$ cat src/rtl/rx_idle_pkg.sv
package rx_idle_pkg;

    localparam int TICKS_PER_BIT  = 16;
    localparam int MAX_FRAME_BITS = 12;
    localparam int FRAME_W        = $clog2(MAX_FRAME_BITS + 1);

    typedef enum logic [1:0] {
        DATA5 = 2'd0,
        DATA6 = 2'd1,
        DATA7 = 2'd2,
        DATA8 = 2'd3
    } data_len_e;

    typedef struct packed {
        data_len_e data_len;
        logic      parity_on;
        logic      two_stops;
    } frame_fmt_t;

    function automatic logic [FRAME_W-1:0] frame_bits(input frame_fmt_t f);
        logic [FRAME_W-1:0] n;
        n = FRAME_W'(6) + FRAME_W'(f.data_len);
        n = n + FRAME_W'(f.parity_on);
        n = n + (f.two_stops ? FRAME_W'(2) : FRAME_W'(1));
        return n;
    endfunction

endpackage

$ cat src/rtl/rx_idle_frame_len.sv
module rx_idle_frame_len
    import rx_idle_pkg::*;
(
    input  frame_fmt_t         fmt,
    output logic [FRAME_W-1:0] bits_per_char
);

    always_comb begin
        bits_per_char = frame_bits(fmt);
        // frame length stays within 7..12 bit times
        a_frame_range_r2: assert (bits_per_char >= FRAME_W'(7) && bits_per_char <= FRAME_W'(12))
            else $error("frame length out of range");
    end

endmodule

$ cat src/rtl/rx_idle_timer.sv
module rx_idle_timer
    import rx_idle_pkg::*;
#(
    parameter int LIMIT_CHARS   = 4,
    parameter int TICKS_PER_BIT_P = TICKS_PER_BIT
) (
    input  logic               clk,
    input  logic               rst,
    input  logic               clr,
    input  logic               cnt_en,
    input  logic [FRAME_W-1:0] bits_per_char,
    output logic               at_limit
);

    localparam int SUB_W = (TICKS_PER_BIT_P > 1) ? $clog2(TICKS_PER_BIT_P) : 1;
    localparam int CHR_W = $clog2(LIMIT_CHARS + 1);
    localparam logic [SUB_W-1:0] SUB_LAST = SUB_W'(TICKS_PER_BIT_P - 1);
    localparam logic [CHR_W-1:0] CHR_LIM  = CHR_W'(LIMIT_CHARS);

    logic [SUB_W-1:0]   sub_q;
    logic [FRAME_W-1:0] bit_q;
    logic [CHR_W-1:0]   chr_q;
    logic               bit_done;
    logic               chr_done;

    assign at_limit = (chr_q == CHR_LIM);
    assign bit_done = (sub_q == SUB_LAST);
    assign chr_done = bit_done && (bit_q == bits_per_char - FRAME_W'(1));

    always_ff @(posedge clk) begin
        if (rst || clr) begin
            sub_q <= '0;
            bit_q <= '0;
            chr_q <= '0;
        end else if (cnt_en && !at_limit) begin
            sub_q <= bit_done ? '0 : sub_q + SUB_W'(1);
            if (bit_done) begin
                bit_q <= chr_done ? '0 : bit_q + FRAME_W'(1);
            end
            if (chr_done) begin
                chr_q <= chr_q + CHR_W'(1);
            end
        end
    end

    // the character count never passes the limit
    p_saturate_r3: assert property (@(posedge clk) disable iff (rst)
        chr_q <= CHR_LIM);

    // a restart leaves the count below the limit on the next cycle
    p_restart_r4: assert property (@(posedge clk) disable iff (rst)
        clr |=> !at_limit);

    // without a count enable the position is held
    p_hold_r9: assert property (@(posedge clk) disable iff (rst)
        (!cnt_en && !clr) |=> $stable(chr_q) && $stable(sub_q));

endmodule

$ cat src/rtl/rx_idle_flag.sv
module rx_idle_flag (
    input  logic clk,
    input  logic rst,
    input  logic enable,
    input  logic char_seen,
    input  logic stall,
    input  logic tick,
    input  logic at_limit,
    output logic armed,
    output logic pending
);

    logic fire;

    assign fire = enable && armed && !stall && !char_seen && tick && at_limit;

    always_ff @(posedge clk) begin
        if (rst) begin
            armed   <= 1'b0;
            pending <= 1'b0;
        end else if (!enable) begin
            armed   <= 1'b0;
            pending <= 1'b0;
        end else begin
            if (char_seen) begin
                armed <= 1'b1;
            end
            if (fire) begin
                pending <= 1'b1;
            end
        end
    end

    // a low enable clears the flag and disarms
    p_clear_r8: assert property (@(posedge clk) disable iff (rst)
        !enable |=> (!pending && !armed));

    // the flag is sticky while enabled
    p_sticky_r7: assert property (@(posedge clk) disable iff (rst)
        (pending && enable) |=> pending);

    // no event while the receiver is stalled
    p_stall_r6: assert property (@(posedge clk) disable iff (rst)
        (!pending && stall) |=> !pending);

    // no event before a character has armed detection
    p_unarmed_r5: assert property (@(posedge clk) disable iff (rst)
        (!armed && !pending) |=> !pending);

endmodule

$ cat src/rtl/rx_idle_timeout.sv
module rx_idle_timeout
    import rx_idle_pkg::*;
#(
    parameter int LIMIT_CHARS = 4
) (
    input  logic       clk,
    input  logic       rst,
    input  logic       os_tick,
    input  logic [1:0] word_len,
    input  logic       parity_en,
    input  logic       stop_two,
    input  logic       rx_char,
    input  logic       flow_stall,
    input  logic       idle_en,
    output logic       idle_pending
);

    frame_fmt_t         fmt;
    logic [FRAME_W-1:0] bits_per_char;
    logic               armed;
    logic               at_limit;
    logic               cnt_clr;
    logic               cnt_en;

    assign fmt.data_len  = data_len_e'(word_len);
    assign fmt.parity_on = parity_en;
    assign fmt.two_stops = stop_two;

    assign cnt_clr = rx_char || flow_stall || !armed;
    assign cnt_en  = os_tick && armed && idle_en;

    rx_idle_frame_len u_len (
        .fmt           (fmt),
        .bits_per_char (bits_per_char)
    );

    rx_idle_timer #(
        .LIMIT_CHARS     (LIMIT_CHARS),
        .TICKS_PER_BIT_P (TICKS_PER_BIT)
    ) u_timer (
        .clk           (clk),
        .rst           (rst),
        .clr           (cnt_clr),
        .cnt_en        (cnt_en),
        .bits_per_char (bits_per_char),
        .at_limit      (at_limit)
    );

    rx_idle_flag u_flag (
        .clk       (clk),
        .rst       (rst),
        .enable    (idle_en),
        .char_seen (rx_char),
        .stall     (flow_stall),
        .tick      (os_tick),
        .at_limit  (at_limit),
        .armed     (armed),
        .pending   (idle_pending)
    );

    // flag low right after reset
    p_reset_r1: assert property (@(posedge clk)
        rst |=> !idle_pending);

endmodule

$ cat config.mk
export PLATFORM = sky130hd
export DESIGN_NAME = rx_idle_timeout
export DESIGN_NICKNAME = d
export VERILOG_FILES = /design/src/rtl/rx_idle_pkg.sv /design/src/rtl/rx_idle_frame_len.sv /design/src/rtl/rx_idle_timer.sv /design/src/rtl/rx_idle_flag.sv /design/src/rtl/rx_idle_timeout.sv
export SDC_FILE = /design/constraint.sdc
export NUM_CORES = 1
export LEC_CHECK = 0
export BUFFER_PORTS_ARGS = -buffer_cell sky130_fd_sc_hd__buf_2
export CORE_UTILIZATION = 40
export CTS_BUF_LIST = sky130_fd_sc_hd__clkbuf_16
export CTS_CLUSTER_DIAMETER = 60
export CTS_CLUSTER_SIZE = 40
export DETAILED_ROUTE_END_ITERATION = 16
export PLACE_DENSITY = 0.6
export SLEW_MARGIN = 30
export SYNTH_ARGS = -nofsm -noshare
export SYNTH_HDL_FRONTEND = slang
export SYNTH_SLANG_ARGS = --single-unit
$ cat constraint.sdc
create_clock -name clk -period 2.4 [get_ports clk]
set_input_delay 0.48 -clock clk [delete_from_list [all_inputs] [get_ports clk]]
set_output_delay 0.48 -clock clk [all_outputs]
set_load 0.01 [all_outputs]
Yosys cells after proc, flatten, opt, wreduce, memory -nomap -nowiden
Index checks and enable logic that the tools add are counted.

Add/subtract/negate cells: 7. Equality and inequality tests: 3. Multiplexer cells: 3. Bitwise gates (word level): 1. Reduce and logical (&&, ||, !) cells: 19.

Operators with widths (count): $logic_and A1 B1 Y1 (9); $add A4 B1 Y4 const B (2); $mux W4 (2); $add A3 B2 Y4 const A (1); $add A4 B1 Y4 (1); $add A4 B4 Y4 (1); $eq A4 B4 Y1 (1); $eq A4 B4 Y1 const B (1); $logic_not A1 Y1 (4); $reduce_and A2 Y1 (2); $sub A4 B1 Y4 const B (1); $add A3 B1 Y3 const B (1); $eq A3 B3 Y1 const B (1); $logic_or A1 B1 Y1 (3); $mux W2 (1); $reduce_or A2 Y1 (1); $not A1 Y1 (1).

Register bits after elaboration: 13. Input bits: 10. Output and inout bits: 1. Logic and storage cells: 38.

Longest topological paths before layout
Gate-level depths: netlist (run 1).

Depth after elaboration: 7. Gate-level depth with buffers: 9. Depth with buffers taken out: 9.

Cells and area by module
A second synthesis (run 1) with hierarchy kept.

Cells, all modules: 98. Area, all modules: 874.6 um^2.

Modules (own cells, without submodules): rx_idle_timer (instances 1, cells each 78, area an instance 696.9 um^2, sequential area each 220.2 um^2); rx_idle_flag (instances 1, cells each 8, area an instance 82.6 um^2, sequential area each 40.0 um^2); rx_idle_frame_len (instances 1, cells each 10, area an instance 80.1 um^2, sequential area each 0.0 um^2); rx_idle_timeout (instances 1, cells each 2, area an instance 15.0 um^2, sequential area each 0.0 um^2).

Least setup slack after synthesis (run 1)
No wires, ideal clock.

Path type: input to register. Start point: input port parity_en. End point: register u_timer.chr_q[2]. Setup time: 0.072 ns. Arrival: 2.248 ns. Data required time: 2.328 ns. Slack: 0.080 ns. Stages on the path: 9. Path buffers: 0. Path through: inv_1 > ha_1 > inv_1 > ha_1 > fa_1 > xor3_2 > nand4_2 > nor4b_2 > mux2i_1.

Cells in the longest elaborated chain, start to end: 6.

RTL lines: from (decl) (line rx_idle_timeout.sv:10) `input logic parity_en,`; $add A4 B1 Y4 (line rx_idle_pkg.sv:23) `n = n + FRAME_W'(f.parity_on);`; $add A4 B4 Y4 (line rx_idle_pkg.sv:24) `n = n + (f.two_stops ? FRAME_W'(2) : FRAME_W'(1));`; $sub A4 B1 Y4 (line rx_idle_timer.sv:28) `assign chr_done = bit_done && (bit_q == bits_per_char - FRAME_W'(1));`; $eq A4 B4 Y1 (line rx_idle_timer.sv:28); $logic_and A1 B1 Y1 (line rx_idle_timer.sv:28); $reduce_and A2 Y1 (no source line); to (signal assigned) (line rx_idle_timer.sv:41) `chr_q <= chr_q + CHR_W'(1);`; to (decl) (line rx_idle_timer.sv:22) `logic [CHR_W-1:0] chr_q;`.

Every way passes these cells. A chain may end at the register's enable or synchronous reset.

Worst setup path after layout (run 1)
Start point: input port stop_two. End point: register u_timer.chr_q[2].

Cells in the longest elaborated chain, start to end: 6.

RTL lines: from (decl) (line rx_idle_timeout.sv:11) `input logic stop_two,`; $mux W2 (line rx_idle_pkg.sv:24); $add A4 B4 Y4 (line rx_idle_pkg.sv:24); $sub A4 B1 Y4 (line rx_idle_timer.sv:28); $eq A4 B4 Y1 (line rx_idle_timer.sv:28); $logic_and A1 B1 Y1 (line rx_idle_timer.sv:28); $reduce_and A2 Y1 (no source line).

Every way passes these cells.

==> results of run 1 <==
per-layer routing:
layer / part of all wire, % / GRT usage [%]
met1: 49 / 19.9
met2: 45 / 24.9
met3: 2.5 / 3.77
met4: 3.5 / 13.2
met5: 0 / 0
final timing paths:
path                                  startpoint                to  slack (ns)
worst max-delay path                    stop_two  u_timer.chr_q[2]        0.13
worst min-delay path            u_timer.chr_q[0]  u_timer.chr_q[0]        0.48
worst max register to register  u_timer.sub_q[0]  u_timer.chr_q[0]        0.66
worst min register to register  u_timer.chr_q[0]  u_timer.chr_q[0]        0.48
flip-flops by register name, summed over array words and instances (netlist names):
signal	count
u_flag.pending	1
u_timer.chr_q	3
u_flag.armed	1
u_timer.sub_q	4
u_timer.bit_q	4
layout by cell type, fill, tap and decap left out, drive strengths merged:
master  Yosys  final
buf         1     14
dfxtp      13     13
nand3      11     11
nand2      10     10
inv         7      8
ha          7      7
nor2        6      6
a21oi       4      4
nor3        4      4
mux2i       3      3
o21ai       3      3
or3         3      3
clkbuf      0      3
xnor2       3      3
nand2b      2      2
nor2b       2      2
and3        2      2
xor2        2      2
fa          2      2
nor4b       2      2
nand4       2      2
and2        1      1
a41oi       1      1
or3b        1      1
nor4bb      1      1
a211oi      1      1
xor3        1      1
nand3b      1      1
nor4        1      1
area by class of cell:
class | instances | share of cell area, %
Tap cell | 27 | 3.05
Inverter | 7 | 2.37
Clock buffer | 3 | 6.77
Clock inverter | 1 | 0.339
Multi-Input combinational cell | 76 | 56.8
Sequential cell | 13 | 23.5
Timing Repair Buffer | 14 | 7.22
metrics by stage:
stage	utilization [%]	total power, mW	TNS [ns]	setup WS (ns)
2_1_floorplan	-	0.266	0	0.0802
3_3_place_gp	48.8	0.286	-0.441	-0.127
3_5_place_dp	48.8	0.287	-0.551	-0.159
4_1_cts	52.8	0.606	0	0.0731
5_1_grt	55.9	0.643	0	0.0168
6_report	55.9	0.615	0	0.131
Yosys cell counts, types with 3 or more instances:
cell | instances | area [um2]
nand2_1 | 10 | 37.5
or3_1 | 3 | 18.8
ha_1 | 7 | 87.6
nor3_1 | 3 | 15.0
xnor2_1 | 3 | 26.3
nand3_1 | 11 | 55.1
nor2_1 | 6 | 22.5
mux2i_1 | 3 | 30.0
a21oi_1 | 4 | 20.0
inv_1 | 7 | 26.3
o21ai_0 | 3 | 15.0
dfxtp_1 | 13 | 260
cells by family after synthesis:
kind of cell	Yosys count	synth area share, %
simple gates	49	33.1
compound gates	9	6.56
mux	3	3.50
xor+xnor	6	8.02
fa+ha+maj	9	14.9
buf+inv	8	3.64
flops	13	30.3
critical path: stages:
cell	delay, ns
buf_2	0.12
ha_4	0.25
inv_2	0.03
ha_4	0.15
fa_1	0.50
xnor2_2	0.26
nand4_4	0.14
nor4b_4	0.30
mux2i_1	0.20
power by group:
| part | switching (mW) | total [mW] | leakage, nW | internal (mW) |
|---|---|---|---|---|
| combinational | 0.0410 | 0.0833 | 0.274 | 0.0423 |
| sequential | 0.00102 | 0.218 | 0.105 | 0.217 |
| clock | 0.0931 | 0.313 | 0.0423 | 0.220 |
| total | 0.135 | 0.615 | 0.422 | 0.480 |
==> results.json, run 1 <==
{
  "postPlaceCellArea_um2": 967,
  "stdcell_area_um2": 1110,
  "seqCellArea_um2": 260,
  "grt_pass1_vias": 672,
  "synth-edff-count": 0,
  "via_per_inst": 5.10,
  "fmax_ghz": 0.441,
  "clock-root-buffer": "clkbuf_16",
  "hold_slack_ns": 0.475,
  "synth_fp_nets": 116,
  "io_pins": 11,
  "final_cells": 141,
  "post-cts-setup-buffers": 0,
  "power.density_nw_per_um2": 554,
  "setup_viol": 0,
  "core_area_um2": 1980,
  "holdPathStages": 2,
  "clock_path_buffers": 2,
  "hold_buffers": 0,
  "io_buffers": 10,
  "routedWlPerCell_um": 11.9,
  "clock_skew_ns": 0.00249,
  "grt_start_max_net_pins": 10,
  "avgSynthCellArea_um2": 8.85,
  "grt_overflow": 0,
  "worstSetupEndpointType": "flip-flop",
  "drive_above_1_share_pct": 25.4,
  "synth_top_flop_cell": "dfxtp_1",
  "diodes": 0,
  "p_leak_nw": 0.422,
  "clock_sinks": 13,
  "via_count": 719,
  "drc": 0,
  "period_share_pct": 94.5,
  "cts_tree": "built",
  "synth_area_um2": 858,
  "drt.antenna.violating_nets": 0,
  "min_period_ns": 2.27,
  "dieArea_um2": 2330,
  "fin_nets": 134,
  "synth_seq_area_share_pct": 30.3,
  "tightestPinTransition_ns": 0.732,
  "multi_input_area_um2": 629,
  "cts_resized": 0,
  "clock_latency_ns": 0.24,
  "firstDrtPassIters": 4,
  "worstSetupPathType": "input port to flip-flop",
  "grt.total_usage_pct": 16.4,
  "dp.cells": 137,
  "vdd_drop_max_v": 0.000436,
  "drv_cap": 0,
  "drt_iter0_markers": 10,
  "rows": 16,
  "worstPathArrival_ns": 2.44,
  "synth_warnings": 0,
  "htree_levels": 1,
  "gp_congestion": 0.758,
  "grt_first_pass_wirelength_mm": 2.87,
  "synth-async-reset-ratio_pct": 0,
  "routed_wl_mm": 1.68,
  "hold_class": "flip-flop to flip-flop",
  "start_util_pct": 43.3,
  "cp_data_required_time_ns": 2.57,
  "synthesis.instances": 97,
  "areaGrowthSynthToFinish_pct": 29.2,
  "max-slew-margin-rel_pct": 51.1,
  "die_h_um": 48.3,
  "reg2reg_depth": 6,
  "hold_viol": 0,
  "die_w_um": 48.3,
  "nFillCells": 178,
  "drv_slew": 0,
  "ys_ff_latch": 13,
  "dp_hpwl_mm": 1.28,
  "synthDistinctLibCells": 30,
  "rsz0062_at_grt": "false",
  "status": "finished clean",
  "antenna_found_initial": 0,
  "cts_made_buffers": 3,
  "path_clk_slew_ns": 0.05,
  "critPathMaxFanout": 3,
  "crit_path_start_kind": "input port"
}
Power figures use the tool's default switching activity.
==> run 2: changes to the inputs <==
- CTS_CLUSTER_SIZE: 40 -> default
- PLACE_DENSITY: 0.6 -> 0.58
- clock period: 2.4 -> 2.36 ns (I/O delays scaled with it)
==> results.json, run 2 (synthesis results as in run 1) <==
{
  "status": "finished clean",
  "dp_hpwl_mm": 1.32,
  "drc": 0,
  "hold_viol": 0,
  "power.total_uw": 619,
  "clock_skew_ns": 0.00268,
  "routed_wl_mm": 1.70,
  "nFillCells": 187,
  "hold_buffers": 0,
  "worstPathArrival_ns": 2.41,
  "fmax_ghz": 0.447,
  "layout_common_cells": "13 x dfxtp_1, 11 x nand3_1, 10 x nand2_1, 10 x buf_2, 7 x inv_1",
  "via_count": 726,
  "sequentialPowerShare_pct": 35.9,
  "clock_path_buffers": 2,
  "drv_cap": 0,
  "p_comb_share_pct": 13.5,
  "via_per_inst": 5.11,
  "place_ws_ns": -0.185,
  "die_h_um": 48.3,
  "clock_sinks": 13,
  "rows": 16,
  "stdcell_area_um2": 1110,
  "grt.total_usage_pct": 17.0,
  "drive_above_1_share_pct": 26.1,
  "path_clk_slew_ns": 0.04,
  "start_util_pct": 43.3,
  "max-slew-margin-rel_pct": 74.9,
  "final_cells": 142,
  "p_int_uw": 489,
  "dieArea_um2": 2330,
  "antenna_found_initial": 0,
  "drv_slew": 0,
  "grt_first_pass_wirelength_mm": 3.07,
  "worstSetupEndpointType": "flip-flop",
  "period_share_pct": 94.8,
  "drt.antenna.violating_nets": 0,
  "vdd_drop_max_v": 0.000402,
  "p_sw_share_pct": 21.0,
  "io_pins": 11,
  "setup_viol": 0,
  "critPathMaxFanout": 2,
  "rsz0062_at_grt": "false",
  "p_leak_nw": 0.423,
  "firstDrtPassIters": 4,
  "post-cts-setup-buffers": 0,
  "clock_latency_ns": 0.24,
  "reg_top3": "u_timer.bit_q: 4 flops, u_timer.sub_q: 4 flops, u_timer.chr_q: 3 flops",
  "cts_made_buffers": 3,
  "grt_start_max_net_pins": 10,
  "gp_congestion": 0.741,
  "areaGrowthSynthToFinish_pct": 29.3,
  "cts_tree": "built",
  "layout_commonest_cell": "dfxtp_1",
  "diodes": 0,
  "switchingPower_uw": 130,
  "die_w_um": 48.3,
  "min_period_ns": 2.24,
  "io_buffers": 10,
  "power.density_nw_per_um2": 558,
  "worstSetupPathType": "input port to flip-flop",
  "clock_power_share_pct": 50.6,
  "hold_class": "flip-flop to flip-flop",
  "drt_iter0_markers": 14,
  "grt_pass1_vias": 716,
  "core_area_um2": 1980,
  "htree_levels": 1,
  "crit_path_start_kind": "input port",
  "postPlaceCellArea_um2": 975,
  "tightestPinTransition_ns": 0.373,
  "r2r_slack_ns": 0.69,
  "fin_nets": 135,
  "cp_data_required_time_ns": 2.53,
  "routedWlPerCell_um": 12.0,
  "dp.cells": 138,
  "worst_slack_ns": 0.123,
  "clock-root-buffer": "clkbuf_16",
  "grt_overflow": 0,
  "cts_resized": 0
}
==> run 2: final cells by class <==
class                           instances  area (um2)  share of cell area, %
Clock buffer                            3        75.1                   6.76
Clock inverter                          1        3.75                  0.338
Inverter                                7        26.3                   2.37
Multi-Input combinational cell         76         623                   56.1
Sequential cell                        13         260                   23.4
Tap cell                               27        33.8                   3.04
Timing Repair Buffer                   15        87.6                   7.89
==> run 2: worst max-delay path, cell delays in order <==
cell and delay (ns):
buf_2 0.08, inv_1 0.05, ha_4 0.26, inv_2 0.03
ha_4 0.15, fa_2 0.56, xnor2_2 0.13, nand4_2 0.16
nor4b_4 0.33, mux2i_1 0.20
==> run 2: through the flow <==
stage / hold WS (ns) / utilization (%) / setup TNS (ns)
final: 0.468 / 56.0 / 0
after global routing: 0.501 / 56.0 / 0
after CTS: 0.474 / 53.2 / 0
after detailed placement: 0.464 / 49.2 / -0.608
after global placement: 0.453 / 49.2 / -0.399
after floorplan: 0.451 / - / 0
==> run 2: worst paths after layout <==
path / startpoint / end / depth (start not counted)
setup / recovery: parity_en / u_timer.chr_q[2] / 10
setup reg to reg: u_timer.sub_q[0] / u_timer.bit_q[0] / 5
hold reg to reg: u_flag.pending / u_flag.pending / 2
hold / removal: u_flag.pending / u_flag.pending / 2
==> run 2: power groups by stage <==
stage                     Clock [mW]  Combinational (mW)  Sequential, mW
after floorplan                    0              0.0449           0.226
after global placement             0              0.0662           0.226
after detailed placement           0              0.0693           0.226
after CTS                      0.320              0.0695           0.222
after global routing           0.330              0.0937           0.222
final                          0.313              0.0835           0.222
==> run 2: per-layer routing <==
layer	vias to the layer above	track usage (%)	wire, um
met5	-	0	0
met4	0	5.88	30
met3	5	4.72	39
met2	4	27.9	814
met1	340	21.4	816
li1	377	-	-
==> run 3: changes to the inputs <==
- GPL_TIMING_DRIVEN: default -> 0
- SETUP_SLACK_MARGIN: default -> 0.05
==> results.json, run 3 (synthesis results as in run 1) <==
{
  "routedWlPerCell_um": 11.6,
  "rows": 16,
  "worstSetupEndpointType": "flip-flop",
  "worst_r2r_startpoint": "u_timer.sub_q[0]",
  "fin_nets": 132,
  "routed_wl_mm": 1.61,
  "fmax_ghz": 0.453,
  "gp_congestion": 0.826,
  "power.total_uw": 627,
  "firstDrtPassIters": 3,
  "tightestPinTransition_ns": 0.716,
  "clock_skew_ns": 0.00412,
  "p_leak_nw": 0.407,
  "vdd_drop_max_v": 0.000408,
  "path_clk_slew_ns": 0.05,
  "power.density_nw_per_um2": 582,
  "grt_start_max_net_pins": 10,
  "core_area_um2": 1980,
  "crit_path_start_kind": "input port",
  "diodes": 0,
  "clock_latency_ns": 0.25,
  "grt_first_pass_wirelength_mm": 2.87,
  "rsz0062_at_grt": "false",
  "drv_slew": 0,
  "dp_hpwl_mm": 1.28,
  "nFillCells": 188,
  "final_cells": 139,
  "hold_viol": 0,
  "setup_viol": 0,
  "clock_sinks": 13,
  "grt.total_usage_pct": 15.7,
  "cts_made_buffers": 3,
  "via_per_inst": 5.14,
  "seqCellArea_um2": 260,
  "io_buffers": 10,
  "via_count": 714,
  "min_period_ns": 2.21,
  "io_pins": 11,
  "drc": 0,
  "critPathMaxFanout": 3,
  "cts_tree": "built",
  "worstPathArrival_ns": 2.38,
  "antenna_found_initial": 0,
  "hold_class": "flip-flop to flip-flop",
  "drv_cap": 0,
  "die_w_um": 48.3,
  "worstSetupPathType": "input port to flip-flop",
  "dp.cells": 134,
  "status": "finished clean",
  "layout_common_cells": "13 x dfxtp_1, 10 x nand2_1, 10 x buf_2, 10 x nand3_1, 6 x nor2_1",
  "dieArea_um2": 2330,
  "hold_buffers": 0,
  "grt_overflow": 0,
  "multi_input_area_um2": 613,
  "crit_start": "stop_two",
  "die_h_um": 48.3,
  "reg_top3": "u_timer.bit_q: 4 flops, u_timer.sub_q: 4 flops, u_timer.chr_q: 3 flops",
  "drt_iter0_markers": 7,
  "drt.antenna.violating_nets": 0,
  "start_util_pct": 43.3,
  "grt_pass1_vias": 703,
  "clock-root-buffer": "clkbuf_16",
  "areaGrowthSynthToFinish_pct": 25.7,
  "clock_path_buffers": 2,
  "min_from": "u_flag.pending",
  "layout_commonest_cell": "dfxtp_1",
  "max-slew-margin-rel_pct": 52.1,
  "htree_levels": 1,
  "period_share_pct": 93.4,
  "drive_above_1_share_pct": 25.9,
  "cp_data_required_time_ns": 2.54
}
-- run 3: changes by cell type in the layout (fill, tap and decap cells not counted), sizes merged --
cell	delta
inv	-1
buf	-3
clkinv	+1
-- run 3: path summary, 6_finish.rpt --
path | end | slack, ns | depth (start not counted)
worst min-delay path | u_flag.pending | 0.47 | 2
worst min register to register | u_flag.pending | 0.47 | 2
worst max-delay path | u_timer.chr_q[2] | 0.15 | 9
worst max register to register | u_timer.bit_q[0] | 0.68 | 5
-- run 3: through the flow --
stage / setup WS [ns] / hold slack (ns) / area [um2] / util [%] / TNS (ns)
2_1_floorplan: 0.0614 / 0.451 / 858 / - / 0
5_1_grt: 0.0500 / 0.505 / 1080 / 54.4 / 0
4_1_cts: 0.0807 / 0.476 / 1030 / 51.9 / 0
3_5_place_dp: -0.264 / 0.466 / 942 / 47.5 / -1.03
3_3_place_gp: -0.186 / 0.455 / 942 / 47.5 / -0.745
6_report: 0.155 / 0.465 / 1080 / 54.4 / 0
-- run 3: area by class of cell --
cell class / instances / area share [%]
Inverter: 7 / 2.44
Multi-Input combinational cell: 76 / 56.8
Sequential cell: 13 / 24.1
Clock buffer: 3 / 6.96
Buffer: 1 / 0.464
Timing Repair Buffer: 11 / 5.57
Clock inverter: 1 / 0.464
Tap cell: 27 / 3.13
-- run 3: power breakdown --
group	total [mW]	internal, mW	switching (mW)
combinational	0.0814	0.0416	0.0398
sequential	0.222	0.221	0.00113
clock	0.324	0.226	0.0981
total	0.627	0.488	0.139
-- run 3: repair_timing --
item	4_1_cts	5_1_grt
setup endpoints to repair	2	7
resized for setup	1	9
hold endpoints to repair	0	0
setup buffers	0	1
pin swaps	1	6
-- run 3: layer usage --
layer / GRT usage, % / part of all wire (%) / vias to the layer above
li1: - / - / 372
met1: 18.8 / 47 / 335
met2: 27.2 / 49 / 4
met3: 2.83 / 1.8 / 3
met4: 7.35 / 1.9 / 0
met5: 0 / 0 / -
-- run 3: worst max-delay path, stage by stage --
cell     delay, ns
buf_4         0.13
ha_4          0.25
inv_2         0.04
ha_4          0.15
fa_2          0.57
xnor2_2       0.14
nand4_2       0.15
nor4b_2       0.27
mux2i_1       0.21
